<file path="config.mk">
export PLATFORM = sky130hd
export DESIGN_NAME = chain_dma_seq
export DESIGN_NICKNAME = d
export VERILOG_FILES = /design/src/rtl/chain_dma_pkg.sv /design/src/rtl/chain_dma_tag_dec.sv /design/src/rtl/chain_dma_stall_reg.sv /design/src/rtl/chain_dma_seq.sv
export SDC_FILE = /design/constraint.sdc
export NUM_CORES = 1
export LEC_CHECK = 0
export BUFFER_PORTS_ARGS = -buffer_cell sky130_fd_sc_hd__buf_2
export CAP_MARGIN = 10
export CORE_ASPECT_RATIO = 1.75
export CORE_UTILIZATION = 48
export CTS_BUF_LIST = sky130_fd_sc_hd__clkbuf_8
export DETAILED_ROUTE_END_ITERATION = 7
export PLACE_DENSITY = 0.88
export SLEW_MARGIN = 30
export SYNTH_ARGS = -nofsm -noshare
export SYNTH_HDL_FRONTEND = slang
export SYNTH_SLANG_ARGS = --single-unit
</file>
<file path="constraint.sdc">
create_clock -name clk -period 3.3 [get_ports clk]
set_input_delay 0.495 -clock clk [delete_from_list [all_inputs] [get_ports clk]]
set_output_delay 0.495 -clock clk [all_outputs]
set_load 0.05 [all_outputs]
</file>
<file path="src/rtl/chain_dma_pkg.sv">
package chain_dma_pkg;
  typedef enum logic [2:0] {S_IDLE, S_FETCH, S_DECODE, S_XFER, S_DONE} seq_state_e;
  typedef enum logic [1:0] {ACT_CONT, ACT_STOP, ACT_BAD} tag_act_e;

  localparam logic [2:0] ID_CNTS = 3'd0;
  localparam logic [2:0] ID_CNT  = 3'd1;
  localparam logic [2:0] ID_END  = 3'd7;

  localparam int TAG_ID_LSB   = 28;
  localparam int TAG_IRQ_BIT  = 31;
  localparam int TAG_ADDR_LSB = 32;
  localparam int QW_SHIFT     = 4;
endpackage

</file>
<file path="src/rtl/chain_dma_tag_dec.sv">
module chain_dma_tag_dec
  import chain_dma_pkg::*;
#(
  parameter int ADDR_W = 32,
  parameter int CNT_W  = 16,
  parameter int TAG_W  = 64
) (
  input  logic [TAG_W-1:0]  tag_i,
  input  logic              irq_en_i,
  output logic [CNT_W-1:0]  cnt_o,
  output logic [ADDR_W-1:0] dst_o,
  output tag_act_e          act_o,
  output logic              is_stall_o
);
  logic [2:0] id;
  logic       irq;
  logic       unused_rsvd;

  assign id          = tag_i[TAG_ID_LSB +: 3];
  assign irq         = tag_i[TAG_IRQ_BIT];
  assign cnt_o       = tag_i[CNT_W-1:0];
  assign dst_o       = tag_i[TAG_ADDR_LSB +: ADDR_W];
  assign unused_rsvd = ^tag_i[TAG_ID_LSB-1:CNT_W];

  always_comb begin
    is_stall_o = 1'b0;
    case (id)
      ID_CNTS: begin act_o = ACT_CONT; is_stall_o = 1'b1; end
      ID_CNT:  act_o = ACT_CONT;
      ID_END:  act_o = ACT_STOP;
      default: act_o = ACT_BAD;
    endcase
    if (act_o == ACT_CONT && irq_en_i && irq) act_o = ACT_STOP;
  end
endmodule

</file>
<file path="src/rtl/chain_dma_stall_reg.sv">
module chain_dma_stall_reg
  import chain_dma_pkg::*;
#(
  parameter int ADDR_W = 32,
  parameter int CNT_W  = 16
) (
  input  logic              clk,
  input  logic              rst,
  input  logic              we_i,
  input  logic [ADDR_W-1:0] dst_i,
  input  logic [CNT_W-1:0]  cnt_i,
  output logic [ADDR_W-1:0] addr_o
);
  logic [ADDR_W-1:0] span;
  assign span = ADDR_W'(cnt_i) << QW_SHIFT;

  always_ff @(posedge clk) begin
    if (rst)       addr_o <= '0;
    else if (we_i) addr_o <= dst_i + span;
  end
endmodule

</file>
<file path="src/rtl/chain_dma_seq.sv">
module chain_dma_seq
  import chain_dma_pkg::*;
#(
  parameter int ADDR_W = 32,
  parameter int CNT_W  = 16,
  parameter int TAG_W  = 64
) (
  input  logic              clk,
  input  logic              rst,
  input  logic              start_i,
  input  logic              chain_i,
  input  logic              irq_en_i,
  input  logic              stall_sel_i,
  input  logic [CNT_W-1:0]  qwc_init_i,
  input  logic [ADDR_W-1:0] madr_init_i,
  input  logic [ADDR_W-1:0] sadr_init_i,
  output logic              tag_req_o,
  output logic [ADDR_W-1:0] tag_addr_o,
  input  logic              tag_vld_i,
  input  logic [TAG_W-1:0]  tag_data_i,
  output logic              mv_req_o,
  output logic [ADDR_W-1:0] mv_src_o,
  output logic [ADDR_W-1:0] mv_dst_o,
  output logic [CNT_W-1:0]  mv_qwc_o,
  input  logic              mv_done_i,
  output logic              busy_o,
  output logic              done_irq_o,
  output logic              err_o,
  output logic [ADDR_W-1:0] stall_addr_o,
  output logic [CNT_W-1:0]  qwc_o,
  output logic [ADDR_W-1:0] madr_o,
  output logic [ADDR_W-1:0] sadr_o
);
  localparam logic [ADDR_W-1:0] TAG_BYTES = ADDR_W'(1) << QW_SHIFT;

  seq_state_e        state_q;
  logic [CNT_W-1:0]  qwc_q;
  logic [ADDR_W-1:0] madr_q, sadr_q, span;
  logic [TAG_W-1:0]  tag_q;
  logic              last_q, busy_q, irq_q, err_q;

  logic [CNT_W-1:0]  dec_cnt;
  logic [ADDR_W-1:0] dec_dst;
  tag_act_e          dec_act;
  logic              dec_stall, stall_we;

  chain_dma_tag_dec #(.ADDR_W(ADDR_W), .CNT_W(CNT_W), .TAG_W(TAG_W)) u_dec (
    .tag_i(tag_q), .irq_en_i(irq_en_i), .cnt_o(dec_cnt), .dst_o(dec_dst),
    .act_o(dec_act), .is_stall_o(dec_stall)
  );

  assign stall_we = (state_q == S_DECODE) && dec_stall && stall_sel_i && (dec_act != ACT_BAD);

  chain_dma_stall_reg #(.ADDR_W(ADDR_W), .CNT_W(CNT_W)) u_stall (
    .clk(clk), .rst(rst), .we_i(stall_we), .dst_i(dec_dst), .cnt_i(dec_cnt),
    .addr_o(stall_addr_o)
  );

  assign span = ADDR_W'(qwc_q) << QW_SHIFT;

  always_ff @(posedge clk) begin
    if (rst) begin
      state_q <= S_IDLE;
      qwc_q   <= '0;
      madr_q  <= '0;
      sadr_q  <= '0;
      tag_q   <= '0;
      last_q  <= 1'b0;
      busy_q  <= 1'b0;
      irq_q   <= 1'b0;
      err_q   <= 1'b0;
    end else begin
      case (state_q)
        S_IDLE: begin
          irq_q <= 1'b0;
          if (start_i) begin
            busy_q <= 1'b1;
            err_q  <= 1'b0;
            qwc_q  <= qwc_init_i;
            madr_q <= madr_init_i;
            sadr_q <= sadr_init_i;
            if (!chain_i || qwc_init_i != '0) begin
              last_q  <= 1'b1;
              state_q <= (qwc_init_i != '0) ? S_XFER : S_DONE;
            end else begin
              last_q  <= 1'b0;
              state_q <= S_FETCH;
            end
          end
        end
        S_FETCH: begin
          if (tag_vld_i) begin
            tag_q   <= tag_data_i;
            sadr_q  <= sadr_q + TAG_BYTES;
            state_q <= S_DECODE;
          end
        end
        S_DECODE: begin
          madr_q <= dec_dst;
          last_q <= (dec_act != ACT_CONT);
          if (dec_act == ACT_BAD) begin
            err_q   <= 1'b1;
            qwc_q   <= '0;
            state_q <= S_DONE;
          end else begin
            qwc_q <= dec_cnt;
            if (dec_cnt != '0)            state_q <= S_XFER;
            else if (dec_act == ACT_STOP) state_q <= S_DONE;
            else                          state_q <= S_FETCH;
          end
        end
        S_XFER: begin
          if (mv_done_i) begin
            sadr_q  <= sadr_q + span;
            madr_q  <= madr_q + span;
            qwc_q   <= '0;
            state_q <= last_q ? S_DONE : S_FETCH;
          end
        end
        S_DONE: begin
          busy_q  <= 1'b0;
          irq_q   <= 1'b1;
          state_q <= S_IDLE;
        end
        default: state_q <= S_IDLE;
      endcase
    end
  end

  assign tag_req_o  = (state_q == S_FETCH);
  assign tag_addr_o = sadr_q;
  assign mv_req_o   = (state_q == S_XFER);
  assign mv_src_o   = sadr_q;
  assign mv_dst_o   = madr_q;
  assign mv_qwc_o   = qwc_q;
  assign busy_o     = busy_q;
  assign done_irq_o = irq_q;
  assign err_o      = err_q;
  assign qwc_o      = qwc_q;
  assign madr_o     = madr_q;
  assign sadr_o     = sadr_q;
endmodule

</file>
* Word level (Yosys, flattened, before mapping)
Cells that the tools add are included.
Operators by class: $add $sub $neg 4, multipliers 0, div/mod/pow operators 0, order comparisons 0, equality and inequality tests 13, shift-type cells 0, multiplexer cells 33, bitwise operators 0, reduce and logical (&&, ||, !) cells 25
Operators with widths (number):
- one-hot mux 32 bit (3 select lines) | 2
- 2-to-1 mux 32 bit | 5
- adder 32 x 20 -> 32 bit | 3
- 2-to-1 mux 16 bit | 3
- one-hot mux 16 bit (3 select lines) | 1
- adder 32 x 5 -> 32 bit, second input constant | 1
- nonzero test 16 bit | 2
- 2-to-1 mux 3 bit | 9
- one-hot mux 3 bit (4 select lines) | 1
- AND reduction 3 bit | 3
- one-hot mux 1 bit (2 select lines) | 4
- == test 3 x 1 -> 1 bit, second input constant | 2
- == test 3 x 2 -> 1 bit, second input constant | 2
- == test 3 bit, second input constant | 2
- logical NOT 3 bit | 2
- 2-to-1 mux 1 bit | 6
- != test 2 x 1 -> 1 bit, second input constant | 3
- AND reduction 2 bit | 3
- nonzero test 2 bit | 3
- nonzero test 3 bit | 2
- logical AND 1 bit | 5
- != test 2 bit, second input constant | 2
- one-hot mux 2 bit (2 select lines) | 1
- AND reduction 4 bit | 1
- 7 further kinds | 7
Storage, ports and cells: register bits 183, bits in latches 0, memory bits (writable) 0, memory bits (read-only) 0, input port bits 152, output and inout bits 229, word-level logic and storage cells 85, memories kept 0

* Longest topological paths before layout
Gate-level depths: netlist of the first run.
word-level depth 12, gate-level depth with buffers 17

* Modules after synthesis
A second synthesis of the first run with hierarchy kept.
Unflattened totals: cells, all modules 1554, area, all modules 11897.7 sq um
By module, submodules not included:
- chain_dma_seq | times used 1, cells an instance 1231, area an instance 9326.4 sq um, seq. area each 3022.9 sq um
- chain_dma_stall_reg | times used 1, cells an instance 270, area an instance 2183.3 sq um, seq. area each 640.6 sq um
- chain_dma_tag_dec | times used 1, cells an instance 53, area an instance 387.9 sq um, seq. area each 0.0 sq um

* Worst setup path before layout of the first run
OpenSTA, ideal clock, no wires.
path kind register -> register, from register state_q[0], to register sadr_q[20], in the netlist mv_src_o[20], setup time 74 ps, data arrival time 4017 ps, setup slack -791 ps, stages on the path, launching flop included 17, buffers on the path 3, period minus slack after synthesis 4091 ps, path through dfxtp_1 -> clkbuf_1 -> inv_1 -> clkbuf_1 -> nor2_1 -> nand2_1 -> inv_1 -> clkbuf_1 -> nand2_1 -> fa_1 -> nor2b_1 -> o31a_1 -> o41ai_1 -> a2111oi_0 -> nand3_1 -> or4_1 -> a31oi_1
On the way: cells in the longest elaborated chain, start to end 3
Ends and longest elaborated chain:
- start, declared | RTL line chain_dma_seq.sv:36 | seq_state_e state_q;
- start signal, assigned | RTL line chain_dma_seq.sv:84 | state_q <= (qwc_init_i != '0) ? S_XFER : S_DONE;
- start signal, assigned | RTL line chain_dma_seq.sv:117 | state_q <= last_q ? S_DONE : S_FETCH;
- == test 3 x 2 -> 1 bit (*)
- named net mv_req_o | RTL line chain_dma_seq.sv:21 | output logic mv_req_o,
- != test 2 x 1 -> 1 bit (no line) / nonzero test 3 bit (equally long branches)
- AND reduction 4 bit (no line)
- end signal, assigned | RTL line chain_dma_seq.sv:81 | sadr_q <= sadr_init_i;
- end signal, assigned | RTL line chain_dma_seq.sv:94 | sadr_q <= sadr_q + TAG_BYTES;
- end signal, assigned | RTL line chain_dma_seq.sv:114 | sadr_q <= sadr_q + span;
- end, declared | RTL line chain_dma_seq.sv:38 | logic [ADDR_W-1:0] madr_q, sadr_q, span;
Mark *: on every way through the listed nets, which the timed path passes. The rest lies on a longest branch. A chain may end at the register's enable or synchronous reset.

* Worst setup path in the final report of the first run
from register state_q[2], to register sadr_q[30], in the netlist mv_src_o[30]
On the way: cells in the longest elaborated chain, start to end 3
Ends and longest elaborated chain:
- == test 3 x 2 -> 1 bit, or another cell as far along | RTL line chain_dma_seq.sv:73 | case (state_q)
- != test 2 x 1 -> 1 bit (no line), or another cell as far along
- AND reduction 4 bit (no line)
Parallel ways exist; a longest one is shown, timed or not.

==> results of run 1 <==
-- per-stage QoR --
stage | instance area (um^2) | power [mW] | worst slack [ps] | TNS [ps]
final | 12920 | 11.04 | 158.2 | 0
after global routing | 12920 | 11.62 | 16.77 | 0
after CTS | 12890 | 11.00 | 123.6 | 0
after detailed placement | 12460 | 9.399 | 129.0 | 0
after global placement | 12460 | 9.286 | 181.9 | 0
after floorplan | 11180 | 8.273 | -18.52 | -18.52
-- state kept, by name, summed over array words and instances (netlist names) --
| register | cells |
|---|---|
| busy_o | 1 |
| tag_q | 52 |
| mv_qwc_o | 16 |
| err_o | 1 |
| state_q | 3 |
| mv_src_o | 32 |
| last_q | 1 |
| done_irq_o | 1 |
| u_stall.addr_o | 32 |
| madr_o | 32 |
-- final cells by class --
cell class	instances	area share, %
Antenna cell	7	0.1355
Clock buffer	17	1.810
Clock inverter	15	1.462
Inverter	20	0.5809
Multi-Input combinational cell	1062	50.06
Sequential cell	171	26.50
Tap cell	300	2.904
Timing Repair Buffer	405	16.55
-- critical path: cells and delay by family (launching register included) --
family                     cells  cell delay (ps)
buffers and inverters          1               80
and+or+nand+nor                3              570
AOI/OAI and AO/OA              6             1630
adders and majority gates      2              440
DFF                            1              340
-- worst paths after layout --
check                           cells after the start  slack [ps]                from                 end
worst max register to register                     12         160          state_q[2]        mv_src_o[30]
worst max-delay path                               12         160          state_q[2]        mv_src_o[30]
worst min register to register                      2         450  u_stall.addr_o[22]  u_stall.addr_o[22]
worst min-delay path                                3         240       tag_data_i[9]            tag_q[9]
-- logic make-up after synthesis --
group	share of synthesized area [%]
muxes	0.8102
and+or+nand+nor	24.13
buffers and inverters	11.61
AOI/OAI and AO/OA	24.83
adders and majority gates	5.941
xor gates and xnor gates	1.890
DFF	30.79
-- what timing repair did --
item,4_1_cts,5_1_grt
endpoints found under the setup margin,0,7
setup buffers,0,1
resized for setup,0,5
-- cells in the mapped netlist, drive strengths merged, types with 25 or more instances --
library cell	instances	area share, %
dfxtp	171	31
clkbuf	81	2.9
a211oi	36	2.6
nor2	109	3.7
nand2	209	7.1
o21ai	64	2.9
and2	26	1.5
nand3	45	2.0
buf	122	8.0
nor3	55	2.5
a31oi	25	1.4
ha	48	5.4
a21oi	143	6.4
-- power breakdown --
group / internal (mW) / total [mW] / leakage [nW] / switching [mW]
registers: 2.47 / 3.08 / 1.40 / 0.617
logic: 1.59 / 6.34 / 4.17 / 4.75
clock network: 0.761 / 1.62 / 0.207 / 0.860
-- per-layer routing --
layer  up-vias  part of all wire [%]
li1       5630                     -
met1      5650                    36
met2       708                    51
met3       149                   6.9
met4         2                   5.9
met5         -                 0.033
==> impl_metrics.env, run 1 <==
export IMPL_worst_path_max_delay_cell="o41ai_2"
export IMPL_fp_dieArea_um2=23800
export IMPL_path_clk_slew_ps=100
export IMPL_start_util_pct=48.89
export IMPL_async_flop_share_pct=0
export IMPL_max_stage_delay_ps=450
export IMPL_ir_worst_vdd_uv=536.6
export IMPL_grt_pass1_wl_mm=59.72
export IMPL_grt_util_met1_pct=35.65
export IMPL_synth_nets=1659
export IMPL_grt_max_degree=70
export IMPL_globalRouteTotalUtil_pct=32.95
export IMPL_avgSynthCellArea_um2=7.637
export IMPL_rsz0062_at_grt="no"
export IMPL_cts_max_path_buffers=2
export IMPL_io_pins=381
export IMPL_die_h_um=203.3
export IMPL_yosysWarningCount=0
export IMPL_setup_viol=0
export IMPL_cp_required_ps=3700
export IMPL_ys_types=82
export IMPL_grt_antenna_before_repair=8
export IMPL_min_path_type="input port to flop"
export IMPL_synth_main_ff_cell="dfxtp_1"
export IMPL_fmaxAchievable_mhz=318.3
export IMPL_grt_use_met3_pct=5.319
export IMPL_maxCapViolations=0
export IMPL_port_buffers=368
export IMPL_drt_iter0_markers=959
export IMPL_multi_input_area_um2=6470
export IMPL_status="completed"
export IMPL_hpwl_mm=30.02
export IMPL_synthCells=1456
export IMPL_drive_gt1_share_pct=27.63
export IMPL_final_seq_area_um2=3425
export IMPL_cts_buffers_inserted=17
export IMPL_tightest_slew_ps=707.5
export IMPL_row_count=73
export IMPL_syn_area_um2=11120
export IMPL_fin_skew_ps=12.00
export IMPL_slew_headroom_pct=52.83
export IMPL_finalNonFillerCells=1997
export IMPL_drc=0
export IMPL_cts_htree_levels=4
export IMPL_min_period_over_period_pct=95.21
export IMPL_overflow=0
export IMPL_cp_start_kind="flop"
export IMPL_crit_chain="nand2b_1 -> or3_1 -> ha_1 -> inv_1 -> fa_1 -> nor2b_2 -> o31a_1 -> o41ai_2 -> a21oi_2 -> a2bb2oi_4 -> o21ai_0 -> a31o_2"
export IMPL_ant_nets=0
export IMPL_pwr_density_cell_nw_per_um2=854.6
export IMPL_layout_nets=1880
export IMPL_worst_hold_slack_ps=235.0
export IMPL_clock_root_buffer="clkbuf_8"
export IMPL_wl_mm=39.36
export IMPL_first_global_vias=11070
export IMPL_endpoint_kind="flop"
export IMPL_place_congestion=0.9350
export IMPL_grtUsageMet2_pct=58.71
export IMPL_syn2layout_area_growth_pct=16.23
export IMPL_final_common_cell="buf_2"
export IMPL_postLayoutCoreUtil_pct=56.82
export IMPL_busiest_layer="met2"
export IMPL_core_area_um2=22740
export IMPL_finalCriticalPeriod_ps=3142
export IMPL_slew_violations=0
export IMPL_cp_max_fo=9
export IMPL_viasPerCell=6.079
export IMPL_ys_ff_latch=171
export IMPL_final_cell_mix="buf_2, nand2_1, dfxtp_1"
export IMPL_p_leak_nw=5.782
export IMPL_path_class="flop to flop"
export IMPL_dr_pass1_iters=7
export IMPL_arrival_ps=3540
export IMPL_vias=12140
export IMPL_finalHoldViolCount=0
export IMPL_clock_latency_ps=490
export IMPL_chipWidth_um=117.1
export IMPL_numClockSinks=171
export IMPL_synth_edf_count=0
export IMPL_ys_seq_area_share_pct=30.79
export IMPL_hold_buffers=0
export IMPL_wl_per_cell_um=19.71
export IMPL_fill_cells=2067
export IMPL_tritoncts="yes"
export IMPL_dpl_cell_count=1957
(Power assumes the default switching activity.)
==> run 2, diff against run 1 <==
CORE_UTILIZATION = 35   (was 48)
PLACE_DENSITY = 0.69   (was 0.88)
TNS_END_PERCENT = 5   (was unset)
==> run 2 against run 1 <==
Sequential power down 2%. Clock power about the same. Cell area up 1.6%. Sequential share of layout area down 0.41 points. Count of clock-buffer cells in the layout unchanged. Die area up 37%. Critical path depth up 1. Flip-flop and latch count unchanged. Combinational power up 0.9%. Routed wire length up 1.9%. Hold slack worse by 33 ps. Largest power group unchanged.
==> impl_metrics.env, run 2 (synthesis results as in run 1) <==
export IMPL_status="completed"
export IMPL_layout_nets=1887
export IMPL_numClockSinks=171
export IMPL_finalWorstSetupSlack_ps=126.2
export IMPL_arrival_ps=3560
export IMPL_wl_per_cell_um=19.10
export IMPL_min_path_type="input port to flop"
export IMPL_cp_required_ps=3690
export IMPL_vias=11740
export IMPL_final_cell_mix="buf_2, nand2_1, dfxtp_1"
export IMPL_fill_cells=3268
export IMPL_wl_mm=40.13
export IMPL_final_setup_tns_ps=0
export IMPL_grt_pass1_wl_mm=60.60
export IMPL_drive_gt1_share_pct=28.46
export IMPL_finalHoldViolCount=0
export IMPL_die_h_um=237.8
export IMPL_cp_top_family="compound AO/OA/AOI/OAI gates"
export IMPL_tritoncts="yes"
export IMPL_critPathBufInv=2
export IMPL_pre_cts_ws_ps=34.12
export IMPL_path_class="flop to flop"
export IMPL_clock_latency_ps=520
export IMPL_grt_max_degree=73
export IMPL_cp_start_kind="flop"
export IMPL_min_period_over_period_pct=96.18
export IMPL_pwr_density_cell_nw_per_um2=841.5
export IMPL_endpoint_kind="flop"
export IMPL_hold_buffers=0
export IMPL_final_common_cell="buf_2"
export IMPL_fmaxAchievable_mhz=315.1
export IMPL_slew_headroom_pct=48.55
export IMPL_dr_pass1_iters=5
export IMPL_chipWidth_um=136.7
export IMPL_start_util_pct=35.39
export IMPL_cp_max_fo=4
export IMPL_first_global_vias=11050
export IMPL_viasPerCell=5.587
export IMPL_fp_dieArea_um2=32510
export IMPL_cts_buffers_inserted=17
export IMPL_finalCriticalPeriod_ps=3174
export IMPL_largest_reg_flops=52
export IMPL_place_congestion=0.9399
export IMPL_slew_violations=0
export IMPL_tightest_slew_ps=771.8
export IMPL_worst_path_max_delay_cell="o41ai_4"
export IMPL_drc=0
export IMPL_port_buffers=368
export IMPL_core_area_um2=31420
export IMPL_ant_nets=0
export IMPL_top_register="tag_q"
export IMPL_hpwl_mm=30.47
export IMPL_syn2layout_area_growth_pct=18.11
export IMPL_fin_skew_ps=12.65
export IMPL_cts_max_path_buffers=2
export IMPL_io_pins=381
export IMPL_crit_top_cell="a21oi_2"
export IMPL_row_count=86
export IMPL_maxCapViolations=0
export IMPL_path_clk_slew_ps=100
export IMPL_cts_htree_levels=4
export IMPL_ir_worst_vdd_uv=554.6
export IMPL_drt_iter0_markers=583
export IMPL_clock_root_buffer="clkbuf_8"
export IMPL_setup_viol=0
export IMPL_overflow=0
export IMPL_p_leak_nw=5.833
export IMPL_crit_chain="nand2b_2 -> or3_4 -> ha_2 -> inv_1 -> fa_2 -> nor2b_2 -> o31a_1 -> o41ai_4 -> a21oi_2 -> buf_4 -> a21oi_2 -> mux2i_1 -> a31oi_1"
export IMPL_r2r_slack_ps=130
export IMPL_globalRouteTotalUtil_pct=24.59
export IMPL_grt_antenna_before_repair=9
export IMPL_rsz0062_at_grt="yes"
export IMPL_max_stage_delay_ps=540
run 2: cell types whose count changed in the layout (fill, tap and decap cells not counted), moves of 2 or more:
cell and delta:
a21oi_1 -2, a21oi_2 +2, buf_4 +8, clkinvlp_4 -3, inv_6 +3, inv_8 +2
run 2: per-layer routing:
layer | share of wire [%] | vias up | global-route usage [%]
met1 | 38 | 5525 | 26.81
met4 | 5.8 | 2 | 16.33
met2 | 51 | 450 | 43.18
li1 | - | 5643 | -
met5 | 0.035 | - | 0
met3 | 4.9 | 119 | 3.753
run 2: path summary, 6_finish.rpt:
check / to / cells after the start / from
setup reg to reg: mv_src_o[16] / 13 / state_q[2]
hold / removal: tag_q[32] / 3 / tag_data_i[32]
hold reg to reg: u_stall.addr_o[24] / 2 / u_stall.addr_o[24]
setup / recovery: mv_src_o[16] / 13 / state_q[2]
run 2: where the power goes:
part	switching [mW]	total, mW	internal, mW
combinational	4.78	6.40	1.62
clock	0.933	1.64	0.703
sequential	0.551	3.02	2.47
run 2: worst reg2reg max path, delay by kind of cell (launching register included):
kind / cells / cell delay [ps]
AO/OA/AOI/OAI: 5 / 1220
AND/OR/NAND/NOR: 3 / 590
adder cells (fa/ha/maj): 2 / 400
flip-flops: 1 / 350
buffers and inverters: 2 / 260
multiplexers: 1 / 210
run 2: final cells by class:
class                           instances  area, um^2  area share (%)
Antenna cell                            8       20.02          0.1524
Clock buffer                           17       234.0           1.782
Clock inverter                         15       177.7           1.353
Inverter                               20       77.57          0.5907
Multi-Input combinational cell       1062        6515           49.61
Sequential cell                       171        3426           26.09
Tap cell                              396       495.5           3.773
Timing Repair Buffer                  412        2187           16.65
run 2: timing repair:
item	4_1_cts	5_1_grt
endpoints found under the setup margin	0	12
buffers inserted	0	1
gates resized for setup	0	14
run 2: per-stage QoR:
| step | instance area [um^2] | cells | util (%) | power [mW] | hold WS [ps] |
|---|---|---|---|---|---|
| floorplan | 11180 | 1456 | - | 8.273 | 440.4 |
| global placement | 12640 | 2060 | 40.23 | 9.367 | 439.3 |
| detailed placement | 12640 | 2060 | 40.23 | 9.442 | 426.3 |
| CTS | 13050 | 2092 | 41.54 | 11.08 | 165.2 |
| global route | 13130 | 2100 | 41.79 | 11.69 | 185.9 |
| finish | 13130 | 2101 | 41.80 | 11.05 | 202.1 |
